### src/rtl/cfg_seq_pkg.sv
package cfg_seq_pkg;

  localparam int ERR_W   = 4;
  localparam int PHASE_W = 3;

  typedef enum logic [ERR_W-1:0] {
    E_NONE     = 4'd0,
    E_ALIGN    = 4'd1,
    E_MODE     = 4'd2,
    E_RST_TO   = 4'd3,
    E_CFG_TO   = 4'd4,
    E_CFG_FAIL = 4'd5,
    E_CD_TO    = 4'd6,
    E_INIT_TO  = 4'd7,
    E_USER_TO  = 4'd8
  } err_e;

  typedef enum logic [PHASE_W-1:0] {
    PH_OFF    = 3'd0,
    PH_RESET  = 3'd1,
    PH_CONFIG = 3'd2,
    PH_INIT   = 3'd3,
    PH_USER   = 3'd4
  } phase_e;

  typedef enum logic [3:0] {
    S_IDLE,
    S_CE,
    S_DRV,
    S_W_RST,
    S_W_CFG,
    S_W_CD,
    S_BURST_A,
    S_W_INIT,
    S_BURST_B,
    S_W_USER
  } state_e;

  typedef enum logic [1:0] {
    R_X1 = 2'd0,
    R_X2 = 2'd1,
    R_X4 = 2'd2,
    R_X8 = 2'd3
  } ratio_e;

endpackage

### src/rtl/cfg_mode_decode.sv
module cfg_mode_decode
  import cfg_seq_pkg::*;
(
  input  logic       wide_i,
  input  logic [1:0] rate_i,
  output logic [1:0] ratio_o,
  output logic       bad_o
);

  always_comb begin
    bad_o   = 1'b0;
    ratio_o = R_X1;
    case (rate_i)
      2'd0: ratio_o = R_X1;
      2'd1: ratio_o = wide_i ? R_X4 : R_X2;
      2'd2: ratio_o = wide_i ? R_X8 : R_X4;
      default: bad_o = 1'b1;
    endcase
  end

endmodule

### src/rtl/cfg_poll_timer.sv
module cfg_poll_timer #(
  parameter int unsigned LIMIT = 32'h0100_0000
) (
  input  logic clk,
  input  logic rst,
  input  logic run_i,
  input  logic clr_i,
  output logic expired_o
);

  localparam int CNT_W = $clog2(LIMIT + 1);
  localparam logic [CNT_W-1:0] LAST = CNT_W'(LIMIT - 1);

  logic [CNT_W-1:0] cnt_q;

  // The clear cycle is poll 0, so the counter restarts at 1.
  always_ff @(posedge clk) begin
    if (rst) begin
      cnt_q <= '0;
    end else if (clr_i) begin
      cnt_q <= CNT_W'(1);
    end else if (run_i && cnt_q != LAST) begin
      cnt_q <= cnt_q + 1'b1;
    end
  end

  assign expired_o = run_i && !clr_i && (cnt_q == LAST);

endmodule

### src/rtl/cfg_seq_ctrl.sv
module cfg_seq_ctrl
  import cfg_seq_pkg::*;
#(
  parameter int unsigned SHORT_BURST = 4,
  parameter int unsigned LONG_BURST  = 20480,
  parameter int          BCNT_W      = 16,
  parameter int          IRQ_W       = 12
) (
  input  logic              clk,
  input  logic              rst,
  input  logic              start_i,
  input  logic              abort_i,
  input  logic [1:0]        addr_lo_i,
  input  logic              wide_i,
  input  logic [1:0]        ratio_i,
  input  logic              mode_bad_i,
  input  logic [PHASE_W-1:0] phase_i,
  input  logic              stat_n_i,
  input  logic              cfg_done_i,
  input  logic              burst_ack_i,
  input  logic              tmo_i,
  output logic              tmr_run_o,
  output logic              tmr_clr_o,
  output logic              busy_o,
  output logic              done_o,
  output logic [ERR_W-1:0]  err_o,
  output logic              cfg_wide_o,
  output logic [1:0]        cd_ratio_o,
  output logic              nce_o,
  output logic              drv_en_o,
  output logic              pull_o,
  output logic              dpath_en_o,
  output logic [IRQ_W-1:0]  irq_clr_o,
  output logic              burst_req_o,
  output logic [BCNT_W-1:0] burst_cnt_o
);

  state_e           state_q;
  logic             irq_q;
  logic             enter_q;
  logic             fail_c;
  logic             win_c;
  logic [ERR_W-1:0] fail_code_c;

  // Wait-state outcomes, decided before the register update.
  always_comb begin
    fail_c      = 1'b0;
    win_c       = 1'b0;
    fail_code_c = E_NONE;
    case (state_q)
      S_W_RST: if (phase_i != PH_RESET && tmo_i) begin
        fail_c = 1'b1; fail_code_c = E_RST_TO;
      end
      S_W_CFG: if (phase_i != PH_CONFIG && tmo_i) begin
        fail_c = 1'b1; fail_code_c = E_CFG_TO;
      end
      S_W_CD: begin
        if (!stat_n_i) begin
          fail_c = 1'b1; fail_code_c = E_CFG_FAIL;
        end else if (!cfg_done_i && tmo_i) begin
          fail_c = 1'b1; fail_code_c = E_CD_TO;
        end
      end
      S_W_INIT: begin
        if (phase_i == PH_USER) begin
          win_c = 1'b1;
        end else if (phase_i != PH_INIT && tmo_i) begin
          fail_c = 1'b1; fail_code_c = E_INIT_TO;
        end
      end
      S_W_USER: begin
        if (phase_i == PH_USER) begin
          win_c = 1'b1;
        end else if (tmo_i) begin
          fail_c = 1'b1; fail_code_c = E_USER_TO;
        end
      end
      default: ;
    endcase
  end

  assign tmr_run_o = (state_q == S_W_RST) || (state_q == S_W_CFG) || (state_q == S_W_CD) ||
                     (state_q == S_W_INIT) || (state_q == S_W_USER);
  assign tmr_clr_o = enter_q;
  assign irq_clr_o = {IRQ_W{irq_q}};

  always_ff @(posedge clk) begin
    if (rst) begin
      state_q     <= S_IDLE;
      busy_o      <= 1'b0;
      done_o      <= 1'b0;
      err_o       <= E_NONE;
      cfg_wide_o  <= 1'b0;
      cd_ratio_o  <= R_X1;
      nce_o       <= 1'b1;
      drv_en_o    <= 1'b0;
      pull_o      <= 1'b0;
      dpath_en_o  <= 1'b0;
      irq_q       <= 1'b0;
      burst_req_o <= 1'b0;
      burst_cnt_o <= '0;
      enter_q     <= 1'b0;
    end else begin
      irq_q   <= 1'b0;
      enter_q <= 1'b0;
      if (abort_i || fail_c || win_c) begin
        state_q     <= S_IDLE;
        busy_o      <= 1'b0;
        nce_o       <= 1'b1;
        drv_en_o    <= 1'b0;
        pull_o      <= 1'b0;
        dpath_en_o  <= 1'b0;
        burst_req_o <= 1'b0;
        done_o      <= !abort_i && win_c;
        err_o       <= abort_i ? E_NONE : fail_code_c;
      end else begin
        case (state_q)
          S_IDLE: if (start_i) begin
            done_o <= 1'b0;
            if (addr_lo_i != 2'b00) begin
              err_o <= E_ALIGN;
            end else if (mode_bad_i) begin
              err_o <= E_MODE;
            end else begin
              err_o      <= E_NONE;
              busy_o     <= 1'b1;
              cfg_wide_o <= wide_i;
              cd_ratio_o <= ratio_i;
              nce_o      <= 1'b0;
              state_q    <= S_CE;
            end
          end
          S_CE: begin
            drv_en_o <= 1'b1;
            state_q  <= S_DRV;
          end
          S_DRV: begin
            pull_o  <= 1'b1;
            enter_q <= 1'b1;
            state_q <= S_W_RST;
          end
          S_W_RST: if (phase_i == PH_RESET) begin
            pull_o  <= 1'b0;
            enter_q <= 1'b1;
            state_q <= S_W_CFG;
          end
          S_W_CFG: if (phase_i == PH_CONFIG) begin
            irq_q      <= 1'b1;
            dpath_en_o <= 1'b1;
            enter_q    <= 1'b1;
            state_q    <= S_W_CD;
          end
          S_W_CD: if (cfg_done_i) begin
            dpath_en_o  <= 1'b0;
            burst_req_o <= 1'b1;
            burst_cnt_o <= BCNT_W'(SHORT_BURST);
            state_q     <= S_BURST_A;
          end
          S_BURST_A: if (burst_ack_i) begin
            burst_req_o <= 1'b0;
            enter_q     <= 1'b1;
            state_q     <= S_W_INIT;
          end
          S_W_INIT: if (phase_i == PH_INIT) begin
            burst_req_o <= 1'b1;
            burst_cnt_o <= BCNT_W'(LONG_BURST);
            state_q     <= S_BURST_B;
          end
          S_BURST_B: if (burst_ack_i) begin
            burst_req_o <= 1'b0;
            enter_q     <= 1'b1;
            state_q     <= S_W_USER;
          end
          default: ;
        endcase
      end
    end
  end

  AST_PULL_UNDER_DRIVE: assert property (@(posedge clk) disable iff (rst)
    pull_o |-> (drv_en_o && !nce_o));
  AST_IRQ_ONE_CYCLE: assert property (@(posedge clk) disable iff (rst)
    (irq_clr_o != '0) |=> (irq_clr_o == '0));
  AST_DPATH_IN_SESSION: assert property (@(posedge clk) disable iff (rst)
    dpath_en_o |-> busy_o);
  AST_BURST_HELD: assert property (@(posedge clk) disable iff (rst)
    (burst_req_o && !burst_ack_i && !abort_i) |=> (burst_req_o && $stable(burst_cnt_o)));
  AST_DONE_NO_ERR: assert property (@(posedge clk) disable iff (rst)
    done_o |-> (err_o == E_NONE && !busy_o));
  AST_ABORT_IDLE: assert property (@(posedge clk) disable iff (rst)
    abort_i |=> (!busy_o && nce_o && !drv_en_o && !pull_o && !burst_req_o && err_o == E_NONE));

endmodule

### src/rtl/cfg_seq_top.sv
module cfg_seq_top
  import cfg_seq_pkg::*;
#(
  parameter int unsigned POLL_LIMIT  = 32'h0100_0000,
  parameter int unsigned SHORT_BURST = 4,
  parameter int unsigned LONG_BURST  = 20480,
  parameter int          BCNT_W      = 16,
  parameter int          IRQ_W       = 12
) (
  input  logic              clk,
  input  logic              rst,
  input  logic              start_i,
  input  logic              abort_i,
  input  logic [1:0]        addr_lo_i,
  input  logic              mode_wide_i,
  input  logic [1:0]        mode_rate_i,
  input  logic [2:0]        phase_i,
  input  logic              tgt_stat_n_i,
  input  logic              tgt_cfg_done_i,
  input  logic              burst_ack_i,
  output logic              busy_o,
  output logic              done_o,
  output logic [3:0]        err_o,
  output logic              cfg_wide_o,
  output logic [1:0]        cd_ratio_o,
  output logic              nce_o,
  output logic              drv_en_o,
  output logic              tgt_rst_pull_o,
  output logic              dpath_en_o,
  output logic [IRQ_W-1:0]  irq_clr_o,
  output logic              burst_req_o,
  output logic [BCNT_W-1:0] burst_cnt_o
);

  logic [1:0] ratio_w;
  logic       bad_w;
  logic       tmo_w;
  logic       run_w;
  logic       clr_w;

  cfg_mode_decode u_decode (
    .wide_i  (mode_wide_i),
    .rate_i  (mode_rate_i),
    .ratio_o (ratio_w),
    .bad_o   (bad_w)
  );

  cfg_poll_timer #(.LIMIT(POLL_LIMIT)) u_timer (
    .clk       (clk),
    .rst       (rst),
    .run_i     (run_w),
    .clr_i     (clr_w),
    .expired_o (tmo_w)
  );

  cfg_seq_ctrl #(
    .SHORT_BURST (SHORT_BURST),
    .LONG_BURST  (LONG_BURST),
    .BCNT_W      (BCNT_W),
    .IRQ_W       (IRQ_W)
  ) u_ctrl (
    .clk         (clk),
    .rst         (rst),
    .start_i     (start_i),
    .abort_i     (abort_i),
    .addr_lo_i   (addr_lo_i),
    .wide_i      (mode_wide_i),
    .ratio_i     (ratio_w),
    .mode_bad_i  (bad_w),
    .phase_i     (phase_i),
    .stat_n_i    (tgt_stat_n_i),
    .cfg_done_i  (tgt_cfg_done_i),
    .burst_ack_i (burst_ack_i),
    .tmo_i       (tmo_w),
    .tmr_run_o   (run_w),
    .tmr_clr_o   (clr_w),
    .busy_o      (busy_o),
    .done_o      (done_o),
    .err_o       (err_o),
    .cfg_wide_o  (cfg_wide_o),
    .cd_ratio_o  (cd_ratio_o),
    .nce_o       (nce_o),
    .drv_en_o    (drv_en_o),
    .pull_o      (tgt_rst_pull_o),
    .dpath_en_o  (dpath_en_o),
    .irq_clr_o   (irq_clr_o),
    .burst_req_o (burst_req_o),
    .burst_cnt_o (burst_cnt_o)
  );

endmodule

### config.mk
export PLATFORM = sky130hd
export DESIGN_NAME = cfg_seq_top
export DESIGN_NICKNAME = d
export VERILOG_FILES = /design/src/rtl/cfg_seq_pkg.sv /design/src/rtl/cfg_mode_decode.sv /design/src/rtl/cfg_poll_timer.sv /design/src/rtl/cfg_seq_ctrl.sv /design/src/rtl/cfg_seq_top.sv
export SDC_FILE = /design/constraint.sdc
export NUM_CORES = 1
export LEC_CHECK = 0
export CORE_ASPECT_RATIO = 1.4
export CORE_MARGIN = 1.5
export CORE_UTILIZATION = 52
export CTS_CLUSTER_SIZE = 14
export DETAILED_ROUTE_END_ITERATION = 8
export PLACE_DENSITY_LB_ADDON = 0.05
export RECOVER_POWER = 50
export SLEW_MARGIN = 20
export SYNTH_ARGS = -nofsm -noshare
export SYNTH_HDL_FRONTEND = slang
export SYNTH_SLANG_ARGS = --single-unit
### constraint.sdc
create_clock -name clk -period 3.7 [get_ports clk]
set_clock_uncertainty 0.2 [all_clocks]
set_input_delay 0.74 -clock clk [delete_from_list [all_inputs] [get_ports clk]]
set_output_delay 0.74 -clock clk [all_outputs]
set_load 0.05 [all_outputs]
Word level (Yosys, flattened, before mapping)
Cells that the tools add are included.

Output and inout port bits: 42. Register bits after elaboration: 61. Input bits: 15.

Add/sub/neg operators: 1. Bitwise logic cells: 3. Reduce and logical (&&, ||, !) cells: 42. Mux-type cells: 60. Equal/unequal tests: 30.

Operators with widths (count): 4-bit two-way mux (18); 4-bit case mux with 9 select lines (1); 16-bit two-way mux (2); 16-bit case mux with 2 select lines (1); 25-bit by 1-bit adder with 25-bit output, second input constant (1); 25-bit by 24-bit == test with 1-bit output, second input constant (1); 1-bit two-way mux (25); 25-bit by 24-bit != test with 1-bit output, second input constant (1); 4-bit case mux with 5 select lines (1); 2-bit != test, second input constant (9); 4-bit by 3-bit == test with 1-bit output, second input constant (4); 2-bit nonzero test (7); 4-bit AND reduction (3); 10-bit AND reduction (1); 3-bit two-way mux (3); 9-bit nonzero test (1); 4-bit by 2-bit == test with 1-bit output, second input constant (2); 4-bit == test, second input constant (2); 1-bit logical AND (8); 2-bit OR reduction (4); 3-bit by 2-bit == test with 1-bit output, second input constant (2); 1-bit logical OR (6); 2-bit two-way mux (3); 3-bit by 2-bit != test with 1-bit output, second input constant (2); other kinds (21) (28).

Depth between registers and ports, before layout
Gate-level depths: netlist (run 1).

Depth in word-level cells: 15. Gate-level depth with buffers: 8. Gate-level depth less buffers: 6.

Hierarchy
From an unflattened synthesis (run 1), not the netlist that was laid out.

Cells, all modules: 355. Area, all modules: 3001.6 um^2.

Modules (own cells, without submodules): cfg_seq_ctrl (area each 1610.3 um^2, instances 1, cells an instance 190, seq. area each 440.4 um^2); cfg_poll_timer (area each 1322.5 um^2, instances 1, cells an instance 157, seq. area each 500.5 um^2); cfg_mode_decode (area each 68.8 um^2, instances 1, cells an instance 8, seq. area each 0.0 um^2).

Worst setup path after synthesis (run 1)
Ideal clock, no wire load.

Path kind: input port to flip-flop. Start: in mode_rate_i[0]. End: reg u_ctrl.state_q[1]. Arrival: 2347 ps. Library setup time: 70 ps. Setup slack: 1083 ps. Stages on the path: 6. Buffers on the path: 0. Required time: 3430 ps. Cells stage by stage: ha_1 nor4b_1 nor2b_1 or4_1 or3_1 a21oi_1.

Word-level cells in the longest chain between the ends: 4.

RTL lines: start: declaration (line cfg_seq_top.sv:16) `input logic [1:0] mode_rate_i,`; 2-bit by 1-bit == test with 1-bit output, or another cell as far along (line cfg_mode_decode.sv:13) `case (rate_i)`; 3-bit OR reduction (no source line) *; 2-bit != test (no source line) *; 10-bit AND reduction (no source line) *; end signal: assignment (line cfg_seq_ctrl.sv:89) `state_q <= S_IDLE;`; end signal: assignment (line cfg_seq_ctrl.sv:107) `state_q <= S_IDLE;`; end signal: assignment (line cfg_seq_ctrl.sv:130) `state_q <= S_CE;`; end: declaration (line cfg_seq_ctrl.sv:38) `state_e state_q;`.

Mark *: on every way between the ends. The rest lies on a longest branch, timed or not. A chain may end at the register's enable or synchronous reset.

Worst setup path after layout (run 1)
Start: in phase_i[2]. End: reg u_ctrl.err_o[0].

Word-level cells in the longest chain between the ends: 9.

RTL lines: start: declaration (line cfg_seq_top.sv:17) `input logic [2:0] phase_i,`; 3-bit by 2-bit != test with 1-bit output (line cfg_seq_ctrl.sv:67) `end else if (phase_i != PH_INIT && tmo_i) begin`; 1-bit logical AND (line cfg_seq_ctrl.sv:67); 1-bit two-way mux (line cfg_seq_ctrl.sv:67); 1-bit two-way mux (line cfg_seq_ctrl.sv:65) `if (phase_i == PH_USER) begin`; 1-bit case mux with 5 select lines (line cfg_seq_ctrl.sv:50) `case (state_q)`; 1-bit logical OR (2 in a row) (line cfg_seq_ctrl.sv:106) `if (abort_i || fail_c || win_c) begin`; 2-bit nonzero test (no source line); 2-bit AND reduction (no source line); end signal: assignment (line cfg_seq_ctrl.sv:115) `err_o <= abort_i ? E_NONE : fail_code_c;`; end: declaration (line cfg_seq_ctrl.sv:26) `output logic [ERR_W-1:0] err_o,`.

Several ways; a longest one is shown, not always the timed one.

==> reports/results.txt, run 1 <==
final setup vio count: 0
Design Power: 918 uW
Reg clk slew, reported paths: 0.08 ns
synth cell count leaders: 47 x dfxtp_1, 33 x a21oi_1, 27 x buf_4, 24 x nor2_1, 23 x nand2_1
LEAKAGE: 0.00105 uW
Netlist cell types: 55
initial antenna violation count: 0
Routed Antenna Nets: 0
Final Hold Viols: 0
Port Buf Inserts: 43
RSZ-0062 raised after global routing: false
clk buf depth: 2
minimum clock period: 2.99 ns
most frequent cell after synthesis: dfxtp_1
DPL Wire Length: 4260 um
Die Span Y: 87.8 um
FFs w/ async S/R, synth: 0
Mapped Avg Cell Area: 8.05 um2
Resize count post-CTS: 0
prevailing post-synth register cell: dfxtp_1
WS Path Type: in -> reg
max-cap violations: 0
Final Routed Wirelength: 5760 um
clk sinks: 47
Hold Buf Count CTS: 0
Post-CTS Setup Bufs: 0
Tot GR Track Use: 0.217
Area contributors post-synth: dfxtp_1 35%, buf_4 7.6%, a21oi_1 6.2%
Reg area: 941 um2
max-slew violations: 0
wire per inst: 13.7 um
WP data arrival: 2.95 ns
CTS tree: built
total core area: 4880 um2
Syn-to-layout area delta: 14.2%
maximum vdd drop: 0.179 mV
vias in the first global route: 2253
synthesized area: 2670 um2
Core Rows: 30
GPL Wtd Cong: 0.879
cell taking the most area after synthesis: dfxtp_1
initial core utilization: 0.547
met3 routed WL: 140 um
Avg Vias per Cell: 5.71
H-Tree Depth: 2
FILL cells: 468
Max-slew headroom: 0.311
IO Count: 57
EDFF count, synth: 0
crit share post-route: 0.808
Req. time, crit path: 3.66 ns
die width: 63.6 um
total number of vias: 2392
FF+latch count, synth: 47
Root Driver: clkbuf_8
DRT iter0 DRCs: 147
worst-skew pair later-pin latency: 0.30 ns
top sig layer: met4
DRC Markers: 0
family with the most delay on the worst path: compound AO/OA/AOI/OAI gates
synthesized netlist cell count: 332
CTS Buf Count: 5
full die area: 5580 um2
crit end category: flop
CP Cell Sequence: clkdlybuf4s50_1 > nand2b_1 > a2111oi_0 > nor4_1 > o21ai_2 > o22ai_1
yosys warns: 0
Worst setup SP type: input port
largest net degree at the start of global routing: 20
Synth top area share: 0.352
Bufs and invs on worst path: 1
Seq/Total Area, Yosys: 0.352
ant diodes: 0
Nets: 374
global route overflow: 0
worst-margin pin slew: 1.01 ns
Slowest-stage cell, CP: a2111oi_0
first-pass GRT wire length: 9860 um
CP max FO: 14
first-pass detailed-route iteration total: 4
metal2 WL: 3060 um
layout cells sized above 1: 0.0423
status: completed
worst hold path type: reg -> reg
area of the multi-input gates: 1440 um2
PD cells: 301 nW/um2
met1 wire length: 2420 um
FMAX: 335 MHz
Worst path max stage delay: 0.88 ns
setup_tns: 0 ns
through the flow:
stage               area, um2  setup slack [ns]  hold WS (ns)  cells   util
floorplan                2720              1.08         0.235    344      -
global placement         2970             0.436         0.240    412  0.609
detailed placement       2970             0.422         0.247    412  0.609
CTS                      3060             0.724         0.259    419  0.627
global route             3050             0.513         0.287    419  0.625
finish                   3050             0.712         0.253    419  0.625
layer usage:
| layer | global-route usage | vias to the layer above |
|---|---|---|
| met1 | 0.245 | 1131 |
| li1 | - | 1209 |
| met4 | 0.105 | 0 |
| met2 | 0.398 | 38 |
| met3 | 0.0347 | 14 |
| met5 | 0 | - |
worst paths after layout:
kind	slack, ns	cells past startpoint	endpoint	start
max	0.71	6	u_ctrl.err_o[0]	phase_i[2]
min	0.25	2	u_ctrl.dpath_en_o	u_ctrl.dpath_en_o
max reg2reg	0.76	5	u_ctrl.err_o[0]	u_ctrl.state_q[3]
min reg2reg	0.25	2	u_ctrl.dpath_en_o	u_ctrl.dpath_en_o
layout make-up:
cell class / count / share of cell area
sequential: 47 / 0.308
multi-input combinational: 241 / 0.471
timing repair buffer: 46 / 0.148
inverter: 14 / 0.0172
clock buffer: 6 / 0.0271
tap: 64 / 0.0263
clock inverter: 1 / 0.00164
worst min-delay path, delay by kind of cell, from the launching register on:
kind | cells | cell delay [ns]
AO/OA/AOI/OAI | 1 | 0.05
flip-flops | 1 | 0.31
AND/OR/NAND/NOR | 1 | 0.05
flip-flops by register name, indices dropped and copies added (netlist names):
signal,count
u_ctrl.state_q,4
u_ctrl.cfg_wide_o,1
u_ctrl.nce_o,1
u_ctrl.err_o,4
u_ctrl.pull_o,1
u_ctrl.burst_cnt_o,2
u_ctrl.drv_en_o,1
u_ctrl.dpath_en_o,1
u_ctrl.cd_ratio_o,2
u_ctrl.tmr_clr_o,1
u_ctrl.burst_req_o,1
u_ctrl.busy_o,1
u_ctrl.done_o,1
u_ctrl.irq_q,1
u_timer.cnt_q,25
power by group:
group | total [uW] | switching [uW] | internal, uW
registers | 510 | 2.49 | 507
logic | 91.8 | 64.5 | 27.3
clock network | 317 | 170 | 147
total | 918 | 237 | 682
placed cells by master, fill, tap and decap left out, types with 4 or more instances in the layout:
cell type / n
conb_1: 13
dfxtp_1: 47
a21oi_1: 33
nand2_1: 23
nand3_1: 8
inv_1: 14
or4_1: 4
a211oi_1: 7
or3_1: 18
nor2_1: 24
o21ai_0: 18
nor4_1: 4
ha_1: 4
o211ai_1: 4
xnor2_1: 5
nand2b_1: 5
nand4_1: 6
clkbuf_8: 6
mux2i_1: 4
clkdlybuf4s50_1: 17
dlygate4sd3_1: 26
nor3_1: 9
nor2b_1: 4
cells by family (layout without fill, tap and decap cells):
logic type      after synthesis  in the layout  synth area share
compound gates               89             89             0.209
xor+xnor                      6              6            0.0197
other cells                   1             13           0.00140
fa+ha+maj                     4              4            0.0187
simple gates                125            125             0.261
flops                        47             47             0.352
buf+inv                      56             67             0.123
mux                           4              4            0.0150
Note: power is estimated with default switching activity, not from simulation.
==> run 2: changes to the inputs <==
--- a/config.mk
+++ b/config.mk
@@ -7,7 +7,7 @@
 export LEC_CHECK = 0
 export CORE_ASPECT_RATIO = 1.4
 export CORE_MARGIN = 1.5
-export CORE_UTILIZATION = 52
+export CORE_UTILIZATION = 46
 export CTS_CLUSTER_SIZE = 14
 export DETAILED_ROUTE_END_ITERATION = 8
 export PLACE_DENSITY_LB_ADDON = 0.05
==> constraint.sdc (replaced) <==
create_clock -name clk -period 2.5 [get_ports clk]
set_clock_uncertainty 0.2 [all_clocks]
set_input_delay 0.5 -clock clk [delete_from_list [all_inputs] [get_ports clk]]
set_output_delay 0.5 -clock clk [all_outputs]
set_load 0.05 [all_outputs]
==> run 2 against run 1 <==
Net effect:
- wire length up 11%
- final cell count up 15%
- die area up 12%
- clock power up 43%
- sequential power up 48%
- setup slack worse by 0.66 ns
- first-iteration DRC count down 34%
- register-to-register slack worse by 0.65 ns
- hold slack better by 0.0032 ns
- via count up 8.7%
- sequential share of layout area down 4.3 points
- critical path type unchanged
- largest cell class unchanged
==> reports/results.txt, run 2 (synthesized netlist as in run 1, its figures left out) <==
H-Tree Depth: 2
r2r endpoint: u_ctrl.err_o[1]
WP data arrival: 2.49 ns
GPL Wtd Cong: 0.900
clk sinks: 47
FMAX: 409 MHz
Routed Antenna Nets: 0
setup_tns: 0 ns
Req. time, crit path: 2.55 ns
global route overflow: 0
largest register by flop count: u_timer.cnt_q
Final Routed Wirelength: 6420 um
minimum clock period: 2.45 ns
Core Rows: 32
clk buf depth: 2
Worst setup SP type: input port
full die area: 6280 um2
largest net degree at the start of global routing: 19
crit share post-route: 0.978
first-pass GRT wire length: 10600 um
RSZ-0062 raised after global routing: false
Syn-to-layout area delta: 32.6%
PD cells: 388 nW/um2
DPL Wire Length: 4870 um
Reg area: 941 um2
initial antenna violation count: 0
initial core utilization: 0.480
ant diodes: 0
final core occ: 0.637
total number of vias: 2599
status: completed
Final Hold Viols: 0
Bufs and invs on worst path: 2
FILL cells: 522
Tot GR Track Use: 0.214
layout cells sized above 1: 0.191
most common cell after layout, fill and taps aside: buf_4
Avg Vias per Cell: 5.40
most frequent cells in the layout: 56 x buf_4, 47 x dfxtp_1, 32 x a21oi_1
final setup vio count: 0
worst-skew pair later-pin latency: 0.30 ns
max-slew violations: 0
Worst Hold Slack: 0.257 ns
max reg flops: 25
RR Startpoint: u_ctrl.state_q[2]
first-pass detailed-route iteration total: 4
Port Buf Inserts: 43
CTS tree: built
Die Span Y: 93.2 um
LEAKAGE: 0.00133 uW
Worst path max stage delay: 0.49 ns
Reg clk slew, reported paths: 0.09 ns
vias in the first global route: 2425
worst hold path type: reg -> reg
WS Path Type: in -> reg
total core area: 5570 um2
CP max FO: 4
CTS Buf Count: 5
biggest regs: u_timer.cnt_q: 25 flops, u_ctrl.err_o: 4 flops, u_ctrl.state_q: 4 flops
family with the most delay on the worst path: simple AND/OR/NAND/NOR gates
Slowest-stage cell, CP: or4_4
IO Count: 57
placed cell count: 472
Nets: 431
WP depth: 8
DRT iter0 DRCs: 97
max-cap violations: 0
Max-slew headroom: 0.564
die width: 67.4 um
maximum vdd drop: 0.263 mV
R2R cell count: 8
DRC Markers: 0
wire per inst: 13.3 um
crit end category: flop
CP Cell Sequence: clkdlybuf4s50_1 > ha_2 > nor4b_2 > buf_4 > nor2b_1 > or4_4 > or3_4 > a21oi_2
worst-margin pin slew: 0.651 ns
area of the multi-input gates: 1510 um2
Root Driver: clkbuf_8
post-route non-filler standard cell count: 481
R2R setup slack: 0.11 ns
CP startpoint: mode_rate_i[0]
crit path to: u_ctrl.state_q[1]
## run 2: changes by cell type in the layout (fill, tap and decap cells not counted), moves of 3 or more
cell,before,now
buf_4,3,56
clkbuf_1,0,5
clkdlybuf4s50_1,17,21
dlygate4sd3_1,26,18
dlymetal6s2s_1,0,3
## run 2: worst min path at each step
stage                     depth (start not counted)                     to             startpoint  slack, ns
after floorplan                                   2      u_timer.cnt_q[24]      u_timer.cnt_q[24]       0.24
after global placement                            1           u_ctrl.nce_o           u_ctrl.nce_o       0.24
after detailed placement                          1           u_ctrl.nce_o           u_ctrl.nce_o       0.25
after CTS                                         2  u_ctrl.burst_cnt_o[2]  u_ctrl.burst_cnt_o[2]       0.26
after global routing                              2  u_ctrl.burst_cnt_o[2]  u_ctrl.burst_cnt_o[2]       0.27
final                                             2     u_ctrl.burst_req_o     u_ctrl.burst_req_o       0.26
## run 2: worst reg2reg max path: cells and delay by family, from the launching register on
| kind | cells | cell delay, ns |
|---|---|---|
| and+or+nand+nor | 2 | 0.56 |
| DFF | 1 | 0.32 |
| buffers and inverters | 3 | 0.56 |
| AOI/OAI and AO/OA | 3 | 0.64 |
## run 2: stage by stage
stage / total power (uW) / area, um2 / setup WS, ns
finish: 1380 / 3540 / 0.0539
global route: 1420 / 3540 / 0.000893
CTS: 1390 / 3520 / 0.0107
detailed placement: 933 / 3400 / -0.381
global placement: 931 / 3400 / -0.408
floorplan: 881 / 2720 / 0.123
## run 2: timing repair
action,CTS,global route
resized for setup,7,8
endpoints found under the setup margin,10,17
buffers inserted,0,1
hold buffers,0,0
pin swaps,0,2
hold endpoints to repair,0,0
## run 2: metal layers
layer  share of wire  global-route usage  vias up
met5               0                   0        -
met4           0.024              0.0748        0
met3           0.024              0.0301       12
met2            0.53               0.394       46
met1            0.42               0.242     1221
li1                -                   -     1320
## run 2: power breakdown
part           internal (uW)  switching [uW]
Combinational           61.3             106
Clock                    197             257
Sequential               751            2.89
## run 2: layout make-up
type                    instances  share of cell area
clock inverters                 1             0.00141
flip-flops and latches         47               0.266
repair buffers                103               0.247
multi-input cells             241               0.425
well taps                      68              0.0240
inverters                      14              0.0148
clock buffers                   7              0.0215
==> run 3: changes to the inputs <==
--- a/config.mk
+++ b/config.mk
@@ -5,14 +5,14 @@
 export SDC_FILE = /design/constraint.sdc
 export NUM_CORES = 1
 export LEC_CHECK = 0
+export ABC_AREA = 1
 export CORE_ASPECT_RATIO = 1.4
 export CORE_MARGIN = 1.5
-export CORE_UTILIZATION = 46
+export CORE_UTILIZATION = 47
 export CTS_CLUSTER_SIZE = 14
 export DETAILED_ROUTE_END_ITERATION = 8
 export PLACE_DENSITY_LB_ADDON = 0.05
 export RECOVER_POWER = 50
-export SLEW_MARGIN = 20
 export SYNTH_ARGS = -nofsm -noshare
 export SYNTH_HDL_FRONTEND = slang
 export SYNTH_SLANG_ARGS = --single-unit
==> run 3 against run 2 <==
Net effect:
- setup slack better by 0.064 ns
- hold slack better by 0.0032 ns
- via count is 4.3% higher
- clock power increased by 2%
- combinational power up 10%
- cell area down 3.1%
- critical endpoint is now irq_clr_o[4]
- count of clock-buffer cells in the layout decreased by 1
- sequential power increased by 0.8%
==> reports/results.txt, run 3 <==
CTS Buf Count: 5
Slowest-stage cell, CP: clkdlybuf4s50_1
met3 routed WL: 235 um
vias in the first global route: 2534
clk sinks: 47
Worst setup SP type: flop
post-placement worst setup slack: -0.0927 ns
largest net degree at the start of global routing: 15
Tot GR Track Use: 0.223
GPL Wtd Cong: 0.936
Design Power: 1410 uW
worst hold path type: reg -> reg
Worst Hold Slack: 0.260 ns
maximum vdd drop: 0.224 mV
most frequent cell after synthesis: nand2_1
first-pass GRT wire length: 10900 um
Final Hold Viols: 0
most common cell after layout, fill and taps aside: nand2_1
Reg area: 945 um2
largest register by flop count: u_timer.cnt_q
DPL Wire Length: 5400 um
most frequent cells in the layout: 77 x nand2_1, 48 x inv_1, 48 x nor2_1
FF+latch count, synth: 47
met1 wire length: 2690 um
Netlist cell types: 38
worst-margin pin slew: 0.520 ns
IO Count: 57
clk buf depth: 2
metal2 WL: 3700 um
WS Path Type: reg -> out
Hold Buf Count CTS: 0
Max-slew headroom: 0.652
CP max FO: 12
Worst path max stage delay: 0.87 ns
max reg flops: 25
full die area: 6470 um2
Core Rows: 33
Root Driver: clkbuf_8
Avg Vias per Cell: 5.03
yosys warns: 0
crit end category: output pin
wire per inst: 12.6 um
synthesized area: 2820 um2
DRT iter0 DRCs: 78
first-pass detailed-route iteration total: 6
minimum clock period: 2.38 ns
FFs w/ async S/R, synth: 0
CP Cell Sequence: clkdlybuf4s50_1
Final Routed Wirelength: 6790 um
Nets: 487
global route overflow: 0
status: completed
PD cells: 410 nW/um2
biggest regs: u_timer.cnt_q: 25 flops, u_ctrl.err_o: 4 flops, u_ctrl.state_q: 4 flops
Placed Instance Area: 3350 um2
area of the multi-input gates: 1500 um2
DRC Markers: 0
Die Span Y: 94.6 um
WP data arrival: 1.68 ns
CTS tree: built
Synth top area share: 0.334
final setup vio count: 0
Mapped Avg Cell Area: 6.82 um2
RSZ-0062 raised after global routing: false
synth cell count leaders: 76 x nand2_1, 52 x nor2_1, 48 x inv_1, 47 x dfxtp_1, 28 x a21oi_1
EDFF count, synth: 0
FILL cells: 581
Final WS setup: 0.118 ns
Area contributors post-synth: dfxtp_1 33%, nand2_1 10%, buf_4 6.9%
fin area: 3430 um2
Seq/Total Area, Yosys: 0.334
Reg clk slew, reported paths: 0.09 ns
worst-skew pair later-pin latency: 0.31 ns
ant diodes: 0
total number of vias: 2712
top sig layer: met4
family with the most delay on the worst path: buffers and inverters
prevailing post-synth register cell: dfxtp_1
layout cells sized above 1: 0.160
initial core utilization: 0.484
Bufs and invs on worst path: 1
Req. time, crit path: 1.80 ns
max-slew violations: 0
synthesized netlist cell count: 413
H-Tree Depth: 2
Syn-to-layout area delta: 22.0%
total core area: 5820 um2
cell taking the most area after synthesis: dfxtp_1
initial antenna violation count: 0
Port Buf Inserts: 43
crit share post-route: 0.953
FMAX: 420 MHz
Routed Antenna Nets: 0
die width: 68.4 um
max-cap violations: 0
LEAKAGE: 0.00141 uW
==> run 3: changes by cell type after synthesis, moves of 6 or more <==
cell | previous run | this run
nand2_1 | 23 | 76
inv_1 | 14 | 48
nor2_1 | 24 | 52
or3_1 | 18 | 0
nand3_1 | 8 | 24
nor2_2 | 0 | 13
buf_2 | 7 | 0
nor3_1 | 9 | 16
nand2_2 | 0 | 6
==> run 3: cell families after synthesis <==
| kind of cell | Yosys count | synth area share |
|---|---|---|
| AND/OR/NAND/NOR | 215 | 0.367 |
| buffers and inverters | 84 | 0.150 |
| AO/OA/AOI/OAI | 56 | 0.110 |
| flip-flops | 47 | 0.334 |
| XOR/XNOR | 5 | 0.0156 |
| adder cells (fa/ha/maj) | 4 | 0.0178 |
| other | 1 | 0.00133 |
| multiplexers | 1 | 0.00400 |
==> run 3: cell type report <==
type,count,share of cell area
sequential,47,0.275
multi-input combinational,294,0.437
tap,70,0.0255
clock inverter,2,0.00364
timing repair buffer,66,0.178
inverter,54,0.0598
clock buffer,6,0.0211
==> run 3: what timing repair did <==
action,in CTS,in global routing
setup buffers,0,0
gates resized for setup,0,10
endpoints found under the setup margin,0,11
==> run 3: per-layer routing <==
metal / global-route usage / vias to the layer above
met5: 0 / -
met4: 0.0833 / 0
met3: 0.0334 / 13
met2: 0.418 / 54
met1: 0.240 / 1239
li1: - / 1406
==> run 3: worst paths after layout <==
kind | depth (start not counted) | to | slack (ns) | from
setup reg to reg | 15 | u_ctrl.state_q[2] | 0.19 | u_ctrl.state_q[1]
hold reg to reg | 2 | u_ctrl.err_o[2] | 0.26 | u_ctrl.err_o[2]
setup / recovery | 1 | irq_clr_o[4] | 0.12 | u_ctrl.irq_q
hold / removal | 2 | u_ctrl.err_o[2] | 0.26 | u_ctrl.err_o[2]
==> run 3: stage by stage <==
step                      instances  utilization  TNS, ns
final                           539        0.590        0
after global routing            539        0.590        0
after CTS                       539        0.589        0
after detailed placement        531        0.575   -0.968
after global placement          531        0.575    -1.02
after floorplan                 425            -        0
==> run 3: power breakdown <==
part / internal [uW] / total [uW] / switching (uW)
registers: 754 / 760 / 5.20
clock network: 196 / 463 / 267
logic: 58.2 / 184 / 126
total: 1010 / 1410 / 399
